<file path="config.mk">
export PLATFORM = sky130hd
export DESIGN_NAME = qdec_core
export DESIGN_NICKNAME = d
export VERILOG_FILES = /design/src/rtl/qdec_pkg.sv /design/src/rtl/qdec_filter.sv /design/src/rtl/qdec_decode.sv /design/src/rtl/qdec_pos.sv /design/src/rtl/qdec_core.sv
export SDC_FILE = /design/constraint.sdc
export NUM_CORES = 1
export LEC_CHECK = 0
export BUFFER_PORTS_ARGS = -buffer_cell sky130_fd_sc_hd__buf_2
export CORE_MARGIN = 3
export CORE_UTILIZATION = 56
export CTS_CLUSTER_DIAMETER = 50
export DETAILED_ROUTE_END_ITERATION = 8
export PLACE_DENSITY_LB_ADDON = 0.3
export SYNTH_ARGS = -nofsm -noshare
export SYNTH_HDL_FRONTEND = slang
export SYNTH_HIERARCHICAL = 1
export SYNTH_SLANG_ARGS = --single-unit
</file>
<file path="constraint.sdc">
create_clock -name clk -period 5.1 [get_ports clk]
set_input_delay 0.255 -clock clk [delete_from_list [all_inputs] [get_ports clk]]
set_output_delay 0.255 -clock clk [all_outputs]
set_load 0.02 [all_outputs]
</file>
<file path="src/rtl/qdec_pkg.sv">
package qdec_pkg;
  localparam int NFLAG    = 3;
  localparam int FLG_IDX  = 0;
  localparam int FLG_DCHG = 1;
  localparam int FLG_QERR = 2;
  localparam int STAT_DIR = 8;
  localparam int STAT_W   = STAT_DIR + 1;
  localparam int NIN      = 3;   // conditioned lines: A, B, index
endpackage

</file>
<file path="src/rtl/qdec_filter.sv">
module qdec_filter #(
  parameter int FILT_W = 6,
  parameter int SYNC_N = 2
) (
  input  logic              clk,
  input  logic              rst,
  input  logic              din,
  input  logic [FILT_W-1:0] limit,
  output logic              q
);
  logic [SYNC_N-1:0] sh;
  logic [FILT_W-1:0] cnt;
  logic              s;

  assign s = sh[SYNC_N-1];

  always_ff @(posedge clk) begin
    if (rst) begin
      sh  <= '0;
      cnt <= '0;
      q   <= 1'b0;
    end else begin
      sh <= {sh[SYNC_N-2:0], din};
      if (s == q) begin
        cnt <= '0;
      end else if (cnt == limit) begin
        q   <= s;
        cnt <= '0;
      end else begin
        cnt <= cnt + 1'b1;
      end
    end
  end

  // a level that agrees with the output cannot move it
  p_filter_hold_r3: assert property (@(posedge clk) disable iff (rst)
    (s == q) |=> $stable(q));
endmodule

</file>
<file path="src/rtl/qdec_decode.sv">
module qdec_decode (
  input  logic clk,
  input  logic rst,
  input  logic en,
  input  logic a_only,
  input  logic a,
  input  logic b,
  input  logic idx,
  output logic up_p,
  output logic dn_p,
  output logic dir,
  output logic idx_ev,
  output logic dchg_ev,
  output logic err_ev
);
  logic pa, pb, pidx;
  logic da, db, move, up, err, irise;

  always_comb begin
    da    = a ^ pa;
    db    = b ^ pb;
    err   = en & da & db;
    move  = en & ~(da & db) & (da | (~a_only & db));
    up    = a ^ pb;
    irise = en & idx & ~pidx;
  end

  always_ff @(posedge clk) begin
    if (rst) begin
      pa <= 1'b0; pb <= 1'b0; pidx <= 1'b0;
      up_p <= 1'b0; dn_p <= 1'b0; dir <= 1'b0;
      idx_ev <= 1'b0; dchg_ev <= 1'b0; err_ev <= 1'b0;
    end else begin
      pa      <= a;
      pb      <= b;
      pidx    <= idx;
      up_p    <= move & up;
      dn_p    <= move & ~up;
      idx_ev  <= irise;
      err_ev  <= err;
      dchg_ev <= move & (up != dir);
      if (move) dir <= up;
    end
  end

  // never both step pulses at once
  p_one_step_r2: assert property (@(posedge clk) disable iff (rst)
    $onehot0({up_p, dn_p}));
  // simultaneous phase change gives no step
  p_err_no_step_r9: assert property (@(posedge clk) disable iff (rst)
    (en && (a != pa) && (b != pb)) |=> (!up_p && !dn_p));
  // disabled decoder stays silent
  p_off_quiet_r12: assert property (@(posedge clk) disable iff (rst)
    !en |=> (!up_p && !dn_p && !idx_ev && !err_ev && !dchg_ev));
endmodule

</file>
<file path="src/rtl/qdec_pos.sv">
module qdec_pos #(
  parameter int POS_W = 16
) (
  input  logic             clk,
  input  logic             rst,
  input  logic             pos_en,
  input  logic             up,
  input  logic             dn,
  input  logic             clr,
  output logic [POS_W-1:0] pos
);
  always_ff @(posedge clk) begin
    if (rst || clr)          pos <= '0;
    else if (pos_en && up)   pos <= pos + 1'b1;
    else if (pos_en && dn)   pos <= pos - 1'b1;
  end

  // index clear wins
  p_idx_clears_r6: assert property (@(posedge clk) disable iff (rst)
    clr |=> (pos == '0));
  // counter frozen while position counting is off
  p_pos_hold_r13: assert property (@(posedge clk) disable iff (rst)
    (!pos_en && !clr) |=> $stable(pos));
endmodule

</file>
<file path="src/rtl/qdec_core.sv">
module qdec_core
  import qdec_pkg::*;
#(
  parameter int POS_W  = 16,
  parameter int FILT_W = 6,
  parameter int SYNC_N = 2
) (
  input  logic              clk,
  input  logic              rst,
  input  logic              in_a,
  input  logic              in_b,
  input  logic              in_idx,
  input  logic              cfg_en,
  input  logic              cfg_pos_en,
  input  logic              cfg_inv_a,
  input  logic              cfg_inv_b,
  input  logic              cfg_inv_idx,
  input  logic              cfg_swap,
  input  logic              cfg_idx_on_b,
  input  logic              cfg_a_only,
  input  logic [FILT_W-1:0] cfg_filt,
  input  logic [NFLAG-1:0]  flag_clr,
  input  logic [NFLAG-1:0]  irq_en_set,
  input  logic [NFLAG-1:0]  irq_en_dis,
  output logic              cnt_up,
  output logic              cnt_dn,
  output logic [POS_W-1:0]  pos,
  output logic [STAT_W-1:0] status,
  output logic [NFLAG-1:0]  irq_mask,
  output logic              irq
);
  logic             ca, cb;
  logic [NIN-1:0]   cond, flt;
  logic             dir, idx_ev, dchg_ev, err_ev;
  logic [NFLAG-1:0] flags, ev;

  // input conditioning: invert, then swap, then pick the index source
  always_comb begin
    ca      = in_a ^ cfg_inv_a;
    cb      = in_b ^ cfg_inv_b;
    cond[0] = cfg_swap ? cb : ca;
    cond[1] = cfg_swap ? ca : cb;
    cond[2] = (cfg_idx_on_b ? in_b : in_idx) ^ cfg_inv_idx;
  end

  for (genvar g = 0; g < NIN; g++) begin : g_flt
    qdec_filter #(.FILT_W(FILT_W), .SYNC_N(SYNC_N)) u_flt (
      .clk(clk), .rst(rst), .din(cond[g]), .limit(cfg_filt), .q(flt[g]));
  end

  qdec_decode u_dec (
    .clk(clk), .rst(rst), .en(cfg_en), .a_only(cfg_a_only),
    .a(flt[0]), .b(flt[1]), .idx(flt[2]),
    .up_p(cnt_up), .dn_p(cnt_dn), .dir(dir),
    .idx_ev(idx_ev), .dchg_ev(dchg_ev), .err_ev(err_ev));

  qdec_pos #(.POS_W(POS_W)) u_pos (
    .clk(clk), .rst(rst), .pos_en(cfg_pos_en),
    .up(cnt_up), .dn(cnt_dn), .clr(idx_ev), .pos(pos));

  always_comb begin
    ev           = '0;
    ev[FLG_IDX]  = idx_ev;
    ev[FLG_DCHG] = dchg_ev;
    ev[FLG_QERR] = err_ev;
  end

  always_ff @(posedge clk) begin
    if (rst) begin
      flags    <= '0;
      irq_mask <= '0;
      irq      <= 1'b0;
    end else begin
      flags    <= (flags & ~flag_clr) | ev;
      irq_mask <= (irq_mask | irq_en_set) & ~irq_en_dis;
      irq      <= |(flags & irq_mask);
    end
  end

  always_comb begin
    status                = '0;
    status[NFLAG-1:0]     = flags;
    status[STAT_DIR]      = dir;
  end

  // no request without a mask bit set one cycle earlier
  p_irq_mask_r11: assert property (@(posedge clk) disable iff (rst)
    irq |-> |$past(irq_mask));
  // an error event is latched into its flag
  p_err_flag_r9: assert property (@(posedge clk) disable iff (rst)
    err_ev |=> status[FLG_QERR]);
endmodule

</file>
==> flow_metrics.tcl, run 1 <==
set metrics [dict create \
    status "finished, final reports clean" \
    dr.first_iter.drc_count 136 \
    drt_pass1_iterations 4 \
    crit_top_cell "a31oi_1" \
    die_area_um2 6858 \
    clk-insertion-delay-late_ns 0.33 \
    final_util_pct 67.56 \
    cts_hold_buf 0 \
    multi_input_area_um2 2019 \
    ys_top_cells_by_area "dfxtp_1 36%, ha_1 6.8%, xnor2_1 6.1%" \
    grt_pass1_wl_um 12090 \
    critical_path_arrival_ns 3.10 \
    place.gp.congestion 0.8663 \
    htree_levels 3 \
    die_w_um 82.82 \
    vias 2789 \
    diodes 0 \
    cts_tree "yes" \
    seqCellArea_um2 1181 \
    powerDensity_nw_per_um2 244.0 \
    drive_gt1_share_pct 20.09 \
    placed_area_um2 3601 \
    end_kind "register" \
    tightest_slew_ns 1.105 \
    clock_path_buffers 2 \
    overflow 0 \
    setup_viol 0 \
    fin_nets 470 \
    yosys_warnings 6 \
    worst_slack_ns 2.255 \
    setup_tns_ns 0 \
    fillers 475 \
    finalHoldViolCount 0 \
    cp.required_ns 5.35 \
    path_delay_family "simple AND/OR/NAND/NOR gates" \
    internal-power_uw 695.7 \
    hold_start "irq_en_dis[1]" \
    die_h_um 82.82 \
    hold_path_class "in2reg" \
    r2r_cells 8 \
    rr_startpoint "u_dec/up_p" \
    cp_slowest_cell "ha_1" \
    cp.buffers_inverters 0 \
    seq_power_share_pct 50.9 \
    setup.worst_path.start_class "register" \
    grt_pass1_vias 2727 \
    whs_endpoint "irq_mask[1]" \
    r2r_end "u_pos/pos[13]" \
    numCtsBuffers 9 \
    cts_root_buf "clkbuf_8" \
    drt_wl_total_um 6991 \
    max_freq_ghz 0.3515 \
    syn_area_um2 3304 \
    maxCapViolations 0 \
    avgSynthCellArea_um2 8.955 \
    grt_antenna_before_repair 0 \
    viasPerCell 5.578 \
    switchingPower_uw 228.8 \
    grt_use_total_pct 21.08 \
    synth_top_area_cell "dfxtp_1" \
    design.portCount 59 \
    ant_nets 0 \
    hold_path_depth 2 \
    finalMaxSlewViolations 0 \
    comb_power_share_pct 6.5 \
    yosysUniqueCellTypes 56 \
    syn_to_final_growth_pct 14.65 \
    start_util_pct 58.92 \
    vdd_drop_max_mv 0.1803 \
    skew_ns 0.007384 \
    max_stage_delay_ns 0.61 \
    relSlewSlack_pct 26.05 \
    stdcell_area_um2 3789 \
    portBuffers 53 \
    p_total_uw 924.5 \
    ys_seq_elements 59 \
    num_rows 27 \
    p_clk_share_pct 42.6 \
    rsz0062_at_grt "no" \
    synth_cells 369 \
    cts_resized 0 \
    core_area_um2 5608 \
    fin_crit_ns 2.845 \
    rrSetupSlack_ns 2.25 \
    synth_edf_count 0 \
    drc 0 \
    wl_per_cell_um 13.98 \
    finalCritPeriodShare_pct 55.79 \
    dp_hpwl_um 5061 \
    p_leak_uw 0.001540 \
    post_cts_buffers 0 \
    cts_num_sinks 59 \
    crit_fanout 16 \
    synthDominantCellAreaShare_pct 35.74 \
    async_flop_share_pct 0 \
    pre_cts_ws_ns 2.307 \
    ys.flop_type "dfxtp_1" \
    clk_pin_slew_ns 0.07 \
    grt_max_degree 34 \
    ys_seq_area_share_pct 35.74 \
    crit_type "reg2reg" \
    path_cells "nand2_1 > ha_1 > and4_4 > and3_1 > a31oi_1 > and2_4 > or4_1 > a31oi_1" \
    netSwitchingFraction_pct 24.75 \
]
==> per-layer routing <==
metal | GRT usage [%] | routed length (µm) | vias to the layer above
li1 | - | - | 1407
met1 | 27.18 | 3130 | 1285
met2 | 34.55 | 3320 | 87
met3 | 4.762 | 438 | 10
met4 | 7.727 | 102 | 0
met5 | 0 | 0 | -
==> metrics by stage <==
step	hold WS, ns	instances
after CTS	0.06002	500
final	0.06958	500
after floorplan	0.3241	373
after detailed placement	0.4220	484
after global placement	0.4134	484
after global routing	0.05481	500
==> synth_stat cells (all sizes together), types with 4 or more instances <==
master  count
clkbuf      7
ha         18
a21o        4
nand4       4
nand2      17
and4        4
nor3       14
a21oi      19
inv        10
a211oi      5
xor2       18
xnor2      26
nand2b     10
or2         6
nand3      21
nor2       36
o31ai       6
o21ai      13
mux2i       7
buf         8
or3         5
nor2b      12
a31oi       4
dfxtp      59
o21a        4
==> layout by cell type, fill, tap and decap left out, types with 3 or more instances in the layout <==
cell        Yosys  routed
dfxtp_1        59      59
buf_2           2      53
nor2_1         36      36
xnor2_1        23      23
nand3_1        21      21
a21oi_1        19      19
xor2_1         18      18
ha_1           18      18
nand2_1        17      17
nor3_1         14      14
nor2b_1        12      12
clkbuf_8        0      11
inv_1          10      10
nand2b_1       10      10
o21ai_0         8       8
mux2i_1         7       7
conb_1          1       5
or2_1           5       5
a211oi_1        5       5
or3_1           5       5
nand4_1         4       4
o21a_1          4       4
a21o_1          4       4
a31oi_1         4       4
clkinvlp_4      0       3
xnor2_2         3       3
o31ai_4         3       3
o21ai_1         3       3
and4_1          3       3
o211ai_1        3       3
o31ai_1         3       3
nand4b_1        3       3
==> worst max-delay path by stage <==
stage	startpoint	end	slack [ns]	depth (start not counted)
finish	u_dec/up_p	u_pos/pos[13]	2.25	8
global route	u_dec/up_p	u_pos/pos[15]	2.11	7
CTS	u_dec/up_p	u_pos/pos[13]	2.29	8
detailed placement	u_dec/up_p	u_pos/pos[13]	2.31	8
floorplan	u_dec/up_p	u_pos/pos[8]	2.46	9
global placement	u_dec/up_p	u_pos/pos[13]	2.44	8
==> flip-flops by register name, indices dropped and copies added, names as in the netlist, 3 cells and up <==
| name | cells |
|---|---|
| g_flt.u_flt/q | 3 |
| flags | 3 |
| g_flt.u_flt/sh | 6 |
| g_flt.u_flt/cnt | 18 |
| u_pos/pos | 16 |
| irq_mask | 3 |
==> kinds of logic (layout without fill, tap and decap cells) <==
family          after synthesis  count (layout)  share of synthesized area (%)
xor+xnor                     44              44                          12.34
other cells                   1               5                         0.1135
compound gates               69              69                          15.03
fa+ha+maj                    19              19                          7.422
simple gates                144             144                          23.17
flops                        59              59                          35.74
mux                           8               8                          2.575
buf+inv                      25              80                          3.597
==> power groups by stage <==
| stage | clock [µW] | combinational [µW] | sequential, µW |
|---|---|---|---|
| floorplan | 0 | 38.5 | 482 |
| global placement | 0 | 58.2 | 481 |
| detailed placement | 0 | 59.9 | 481 |
| CTS | 404 | 60.6 | 470 |
| global route | 430 | 66.7 | 471 |
| finish | 394 | 60.2 | 470 |
==> area by class of cell <==
class                           count  area share [%]
Clock inverter                      5          0.9577
Timing Repair Buffer               54           7.199
Tap cell                           72           2.378
Sequential cell                    59           31.18
Inverter                           10          0.9908
Clock buffer                       11           3.996
Multi-Input combinational cell    289           53.30
Note: power is estimated with default switching activity, not from simulation.
==> run 2, diff against run 1 <==
==> constraint.sdc (replaced) <==
create_clock -name clk -period 2.9 [get_ports clk]
set_input_delay 0.145 -clock clk [delete_from_list [all_inputs] [get_ports clk]]
set_output_delay 0.145 -clock clk [all_outputs]
set_load 0.02 [all_outputs]
==> run 2 against run 1 <==
Compared with the run above:
- total power increased by 71%
- maximum frequency is 15% higher
- first-iteration DRC count rose by 5.9%
- via count about the same
- clock skew hardly changed
- clock-buffer cell count shrank 2
- hold slack better by 0.011 ns
- die area unchanged
==> flow_metrics.tcl, run 2 (synthesized netlist as in run 1, its figures left out) <==
set metrics [dict create \
    numCtsBuffers 9 \
    crit_path_start "u_dec/up_p" \
    p_clk_share_pct 40.7 \
    cp.required_ns 3.15 \
    drc 0 \
    finalMaxSlewViolations 0 \
    critical_path_arrival_ns 2.73 \
    r2r_cells 9 \
    worst_slack_ns 0.4233 \
    pre_cts_ws_ns 0.4483 \
    cts_num_sinks 59 \
    clk-insertion-delay-late_ns 0.33 \
    finalCritPeriodShare_pct 85.40 \
    die_area_um2 6858 \
    overflow 0 \
    placed_area_um2 3623 \
    fillers 489 \
    instances_no_fill 506 \
    end_kind "register" \
    crit_type "reg2reg" \
    clock_path_buffers 2 \
    portBuffers 53 \
    fin_crit_ns 2.477 \
    setup.worst_path.start_class "register" \
    largest_register_ff_count 18 \
    vdd_drop_max_mv 0.3197 \
    top_regs "g_flt.u_flt/cnt x18, u_pos/pos x16, g_flt.u_flt/sh x6" \
    grt_antenna_before_repair 0 \
    cts_tree "yes" \
    dp.cells 487 \
    wl_per_cell_um 13.86 \
    clk_pin_slew_ns 0.07 \
    rsz0062_at_grt "no" \
    hold_path_class "in2reg" \
    finalHoldViolCount 0 \
    internal-power_uw 1175 \
    place.gp.congestion 0.9050 \
    grt_use_total_pct 21.34 \
    layout_commonest_cell "dfxtp_1" \
    post_cts_buffers 0 \
    status "finished, final reports clean" \
    endpoint "u_pos/pos[8]" \
    vias 2791 \
    grt_pass1_wl_um 12260 \
    dp_hpwl_um 5225 \
    dr.first_iter.drc_count 144 \
    rrSetupSlack_ns 0.42 \
    powerDensity_nw_per_um2 413.5 \
    setup_viol 0 \
    netSwitchingFraction_pct 25.60 \
    tightest_slew_ns 0.7925 \
    seq_power_share_pct 52.4 \
    htree_levels 3 \
    skew_ns 0.007410 \
    layout_common_cells "59 x dfxtp_1, 53 x buf_2, 36 x nor2_1" \
    drt_wl_total_um 7013 \
    maxCapViolations 0 \
    num_rows 27 \
    viasPerCell 5.516 \
    switchingPower_uw 404.5 \
    drive_gt1_share_pct 20.51 \
    start_util_pct 58.92 \
    top_register "g_flt.u_flt/cnt" \
    ant_nets 0 \
    fin_nets 476 \
    max_freq_ghz 0.4038 \
    final_util_pct 68.14 \
    comb_power_share_pct 6.9 \
    setup_tns_ns 0 \
    rr_startpoint "u_dec/up_p" \
    diodes 0 \
    p_leak_uw 0.001563 \
    drt_pass1_iterations 4 \
    cts_root_buf "clkbuf_8" \
    relSlewSlack_pct 46.81 \
    crit_fanout 6 \
    grt_pass1_vias 2766 \
    stdcell_area_um2 3821 \
    grt_max_degree 34 \
    die_w_um 82.82 \
    r2r_end "u_pos/pos[8]" \
    design.portCount 59 \
    core_area_um2 5608 \
    syn_to_final_growth_pct 15.64 \
    die_h_um 82.82 \
    cts_resized 0 \
]
run 2: final cells by class:
type	count	area, µm²	share of cell area [%]
Tap cell	72	90.09	2.358
Timing Repair Buffer	60	325.3	8.513
Clock buffer	9	123.9	3.242
Multi-Input combinational cell	289	2019	52.85
Clock inverter	7	43.79	1.146
Inverter	10	37.54	0.9823
Sequential cell	59	1181	30.91
run 2: layer usage:
layer | routed length (µm) | vias to the layer above | global-route usage [%]
li1 | - | 1416 | -
met1 | 3279 | 1288 | 27.36
met2 | 3276 | 73 | 33.89
met3 | 358 | 14 | 4.960
met4 | 99 | 0 | 10.10
met5 | 0 | - | 0
run 2: timing repair:
action                     CTS  global route
hold endpoints to repair     3             0
setup endpoints to repair    0             0
hold buffers                 3             0
run 2: how the worst min path moves through the flow:
stage,slack [ns],to,from,cells past startpoint
2_1_floorplan,0.21,flags[0],rst,1
3_3_place_gp,0.31,irq_mask[1],irq_en_dis[1],2
3_5_place_dp,0.31,irq_mask[0],irq_en_dis[0],2
4_1_cts,0.06,irq_mask[0],irq_en_set[0],3
5_1_grt,0.09,flags[2],flag_clr[2],3
6_report,0.08,irq_mask[0],irq_en_set[0],3
run 2: critical path, stage by stage, from the launching register on:
cell and delay [ns]:
dfxtp_1 0.41, nand2_1 0.10, buf_4 0.16, ha_1 0.32, nor2b_1 0.17, o31a_1 0.28
o21a_1 0.20, or2_1 0.29, a311o_1 0.38, o211ai_1 0.09
run 2: through the flow:
stage | hold WS (ns) | total power (µW)
finish | 0.08070 | 1580
global route | 0.08556 | 1656
CTS | 0.06009 | 1596
detailed placement | 0.3137 | 952.3
global placement | 0.3097 | 948.7
floorplan | 0.2141 | 914.7
run 2: power groups by stage:
stage / Sequential (µW) / Clock [µW] / Combinational [µW]
CTS: 827 / 658 / 110
global placement: 845 / 0 / 103
global route: 828 / 707 / 121
finish: 827 / 643 / 109
floorplan: 847 / 0 / 67.7
detailed placement: 846 / 0 / 106
==> run 3, diff against run 2 <==
--- a/config.mk
+++ b/config.mk
@@ -6,8 +6,10 @@
 export NUM_CORES = 1
 export LEC_CHECK = 0
 export BUFFER_PORTS_ARGS = -buffer_cell sky130_fd_sc_hd__buf_2
+export CELL_PAD_IN_SITES_DETAIL_PLACEMENT = 1
+export CELL_PAD_IN_SITES_GLOBAL_PLACEMENT = 1
 export CORE_MARGIN = 3
-export CORE_UTILIZATION = 56
+export CORE_UTILIZATION = 42
 export CTS_CLUSTER_DIAMETER = 50
 export DETAILED_ROUTE_END_ITERATION = 8
 export PLACE_DENSITY_LB_ADDON = 0.3
==> run 3 against run 2 <==
Compared with the run above:
- maximum frequency down 1.7%
- critical path depth did not move
- core utilization fell by 16 points
- setup slack lost 0.044 ns
- largest cell class unchanged
- cell area increased by 2.2%
- final cell count is 5.1% higher
- sequential power about the same
- register-to-register slack worse by 0.04 ns
- combinational power about the same
- total power grew 13%
- global-route usage decreased by 1.0 points
- first-iteration DRC count decreased by 33%
==> flow_metrics.tcl, run 3 (synthesized netlist as in run 1, its figures left out) <==
set metrics [dict create \
    start_util_pct 44.37 \
    setup_viol 0 \
    cp.required_ns 3.17 \
    skew_ns 0.007765 \
    cts_tree "yes" \
    clk_pin_slew_ns 0.08 \
    rsz0062_at_grt "no" \
    crit_type "reg2reg" \
    comb_power_share_pct 6.2 \
    overflow 0 \
    fin_crit_ns 2.521 \
    place.gp.congestion 0.8349 \
    crit_top_cell "a31oi_1" \
    syn_to_final_growth_pct 18.14 \
    fin_nets 475 \
    critical_path_arrival_ns 2.79 \
    layout_common_cells "59 x dfxtp_1, 53 x buf_2, 36 x nor2_1" \
    drt_wl_total_um 8527 \
    setup_tns_ns 0 \
    grt_pass1_wl_um 14120 \
    max_freq_ghz 0.3967 \
    layout_commonest_cell "dfxtp_1" \
    hold_path_class "in2reg" \
    end_kind "register" \
    switchingPower_uw 433.0 \
    die_h_um 94.70 \
    fillers 904 \
    worst_slack_ns 0.3795 \
    top_regs "g_flt.u_flt/cnt x18, u_pos/pos x16, g_flt.u_flt/sh x6" \
    die_area_um2 8968 \
    finalCritPeriodShare_pct 86.91 \
    clk-insertion-delay-late_ns 0.34 \
    finalMaxSlewViolations 0 \
    vias 2873 \
    stdcell_area_um2 3904 \
    numCtsBuffers 9 \
    core_area_um2 7447 \
    diodes 0 \
    setup.worst_path.start_class "register" \
    cp_slowest_cell "ha_1" \
    grt_pass1_vias 2962 \
    pre_cts_ws_ns 0.4031 \
    grt_max_degree 34 \
    top_register "g_flt.u_flt/cnt" \
    htree_levels 3 \
    grt_use_total_pct 20.30 \
    vdd_drop_max_mv 0.2511 \
    powerDensity_nw_per_um2 459.3 \
    portBuffers 53 \
    num_rows 31 \
    status "finished, final reports clean" \
    finalHoldViolCount 0 \
    ant_nets 0 \
    internal-power_uw 1360 \
    seq_power_share_pct 46.1 \
    dp_hpwl_um 6130 \
    clock_path_buffers 2 \
    holdWs_ns 0.05833 \
    maxCapViolations 0 \
    netSwitchingFraction_pct 24.15 \
    path_cells "nand2_1 > buf_4 > ha_1 > and4_4 > and3_1 > a31oi_1 > and2_4 > or4_1 > a31oi_1" \
    multi_input_area_um2 2019 \
    cts_root_buf "clkbuf_8" \
    design.portCount 59 \
    tightest_slew_ns 0.6898 \
    dr.first_iter.drc_count 97 \
    viasPerCell 5.400 \
    p_clk_share_pct 47.6 \
    wl_per_cell_um 16.03 \
    p_leak_uw 0.001588 \
    cts_num_sinks 59 \
    crit_fanout 16 \
    max_stage_delay_ns 0.44 \
    drt_pass1_iterations 4 \
    largest_register_ff_count 18 \
    drc 0 \
    placed_area_um2 3650 \
    die_w_um 94.70 \
    grt_antenna_before_repair 0 \
    cts_resized 0 \
    seqCellArea_um2 1181 \
    drive_gt1_share_pct 20.32 \
    relSlewSlack_pct 54.01 \
]
-- run 3: cell count changes in the layout (fill, tap and decap cells not counted) --
cell,change
clkinv_2,-3
bufinv_16,+2
clkinv_4,+2
clkinvlp_4,-2
buf_4,-1
inv_6,+1
-- run 3: power by group through the flow --
stage	Clock [µW]	Sequential, µW	Combinational (µW)
5_1_grt	915	828	123
3_5_place_dp	0	846	109
4_1_cts	873	827	113
6_report	854	827	112
3_3_place_gp	0	846	105
2_1_floorplan	0	847	67.7
-- run 3: area by class of cell --
type,instances,area share [%]
tap,99,3.173
inverter,10,0.9615
timing repair buffer,59,8.141
clock buffer,9,3.173
sequential,59,30.26
clock inverter,7,2.564
multi-input combinational,289,51.73
-- run 3: worst paths after layout --
kind,start,end,slack [ns],depth (start not counted)
worst max-delay path,u_dec/up_p,u_pos/pos[13],0.38,9
worst min-delay path,flag_clr[2],flags[2],0.06,3
worst max register to register,u_dec/up_p,u_pos/pos[13],0.38,9
worst min register to register,u_dec/dchg_ev,flags[1],0.43,2
-- run 3: metrics by stage --
| step | total power (µW) | instances | utilization [%] |
|---|---|---|---|
| after floorplan | 914.7 | 373 | - |
| after detailed placement | 955.0 | 513 | 49.01 |
| after global routing | 1867 | 532 | 52.42 |
| final | 1793 | 532 | 52.42 |
| after CTS | 1813 | 532 | 52.42 |
| after global placement | 950.8 | 513 | 49.01 |
-- run 3: worst max-delay path, delay by kind of cell, from the launching register on --
family,cells,cell delay [ns]
and+or+nand+nor,5,1.13
adders and majority gates,1,0.44
DFF,1,0.40
AOI/OAI and AO/OA,2,0.27
buffers and inverters,1,0.20
-- run 3: per-layer routing --
layer	vias to the layer above	routed length, µm	GRT usage (%)
met3	12	380	4.223
met5	-	0	0
met4	0	165	9.375
li1	1421	-	-
met2	61	3987	33.71
met1	1379	3994	25.10
-- run 3: repair_timing --
action / 4_1_cts / 5_1_grt
hold buffers: 3 / 0
endpoints found under the setup margin: 0 / 0
buffers inserted: 0 / 0
endpoints found under the hold margin: 3 / 0
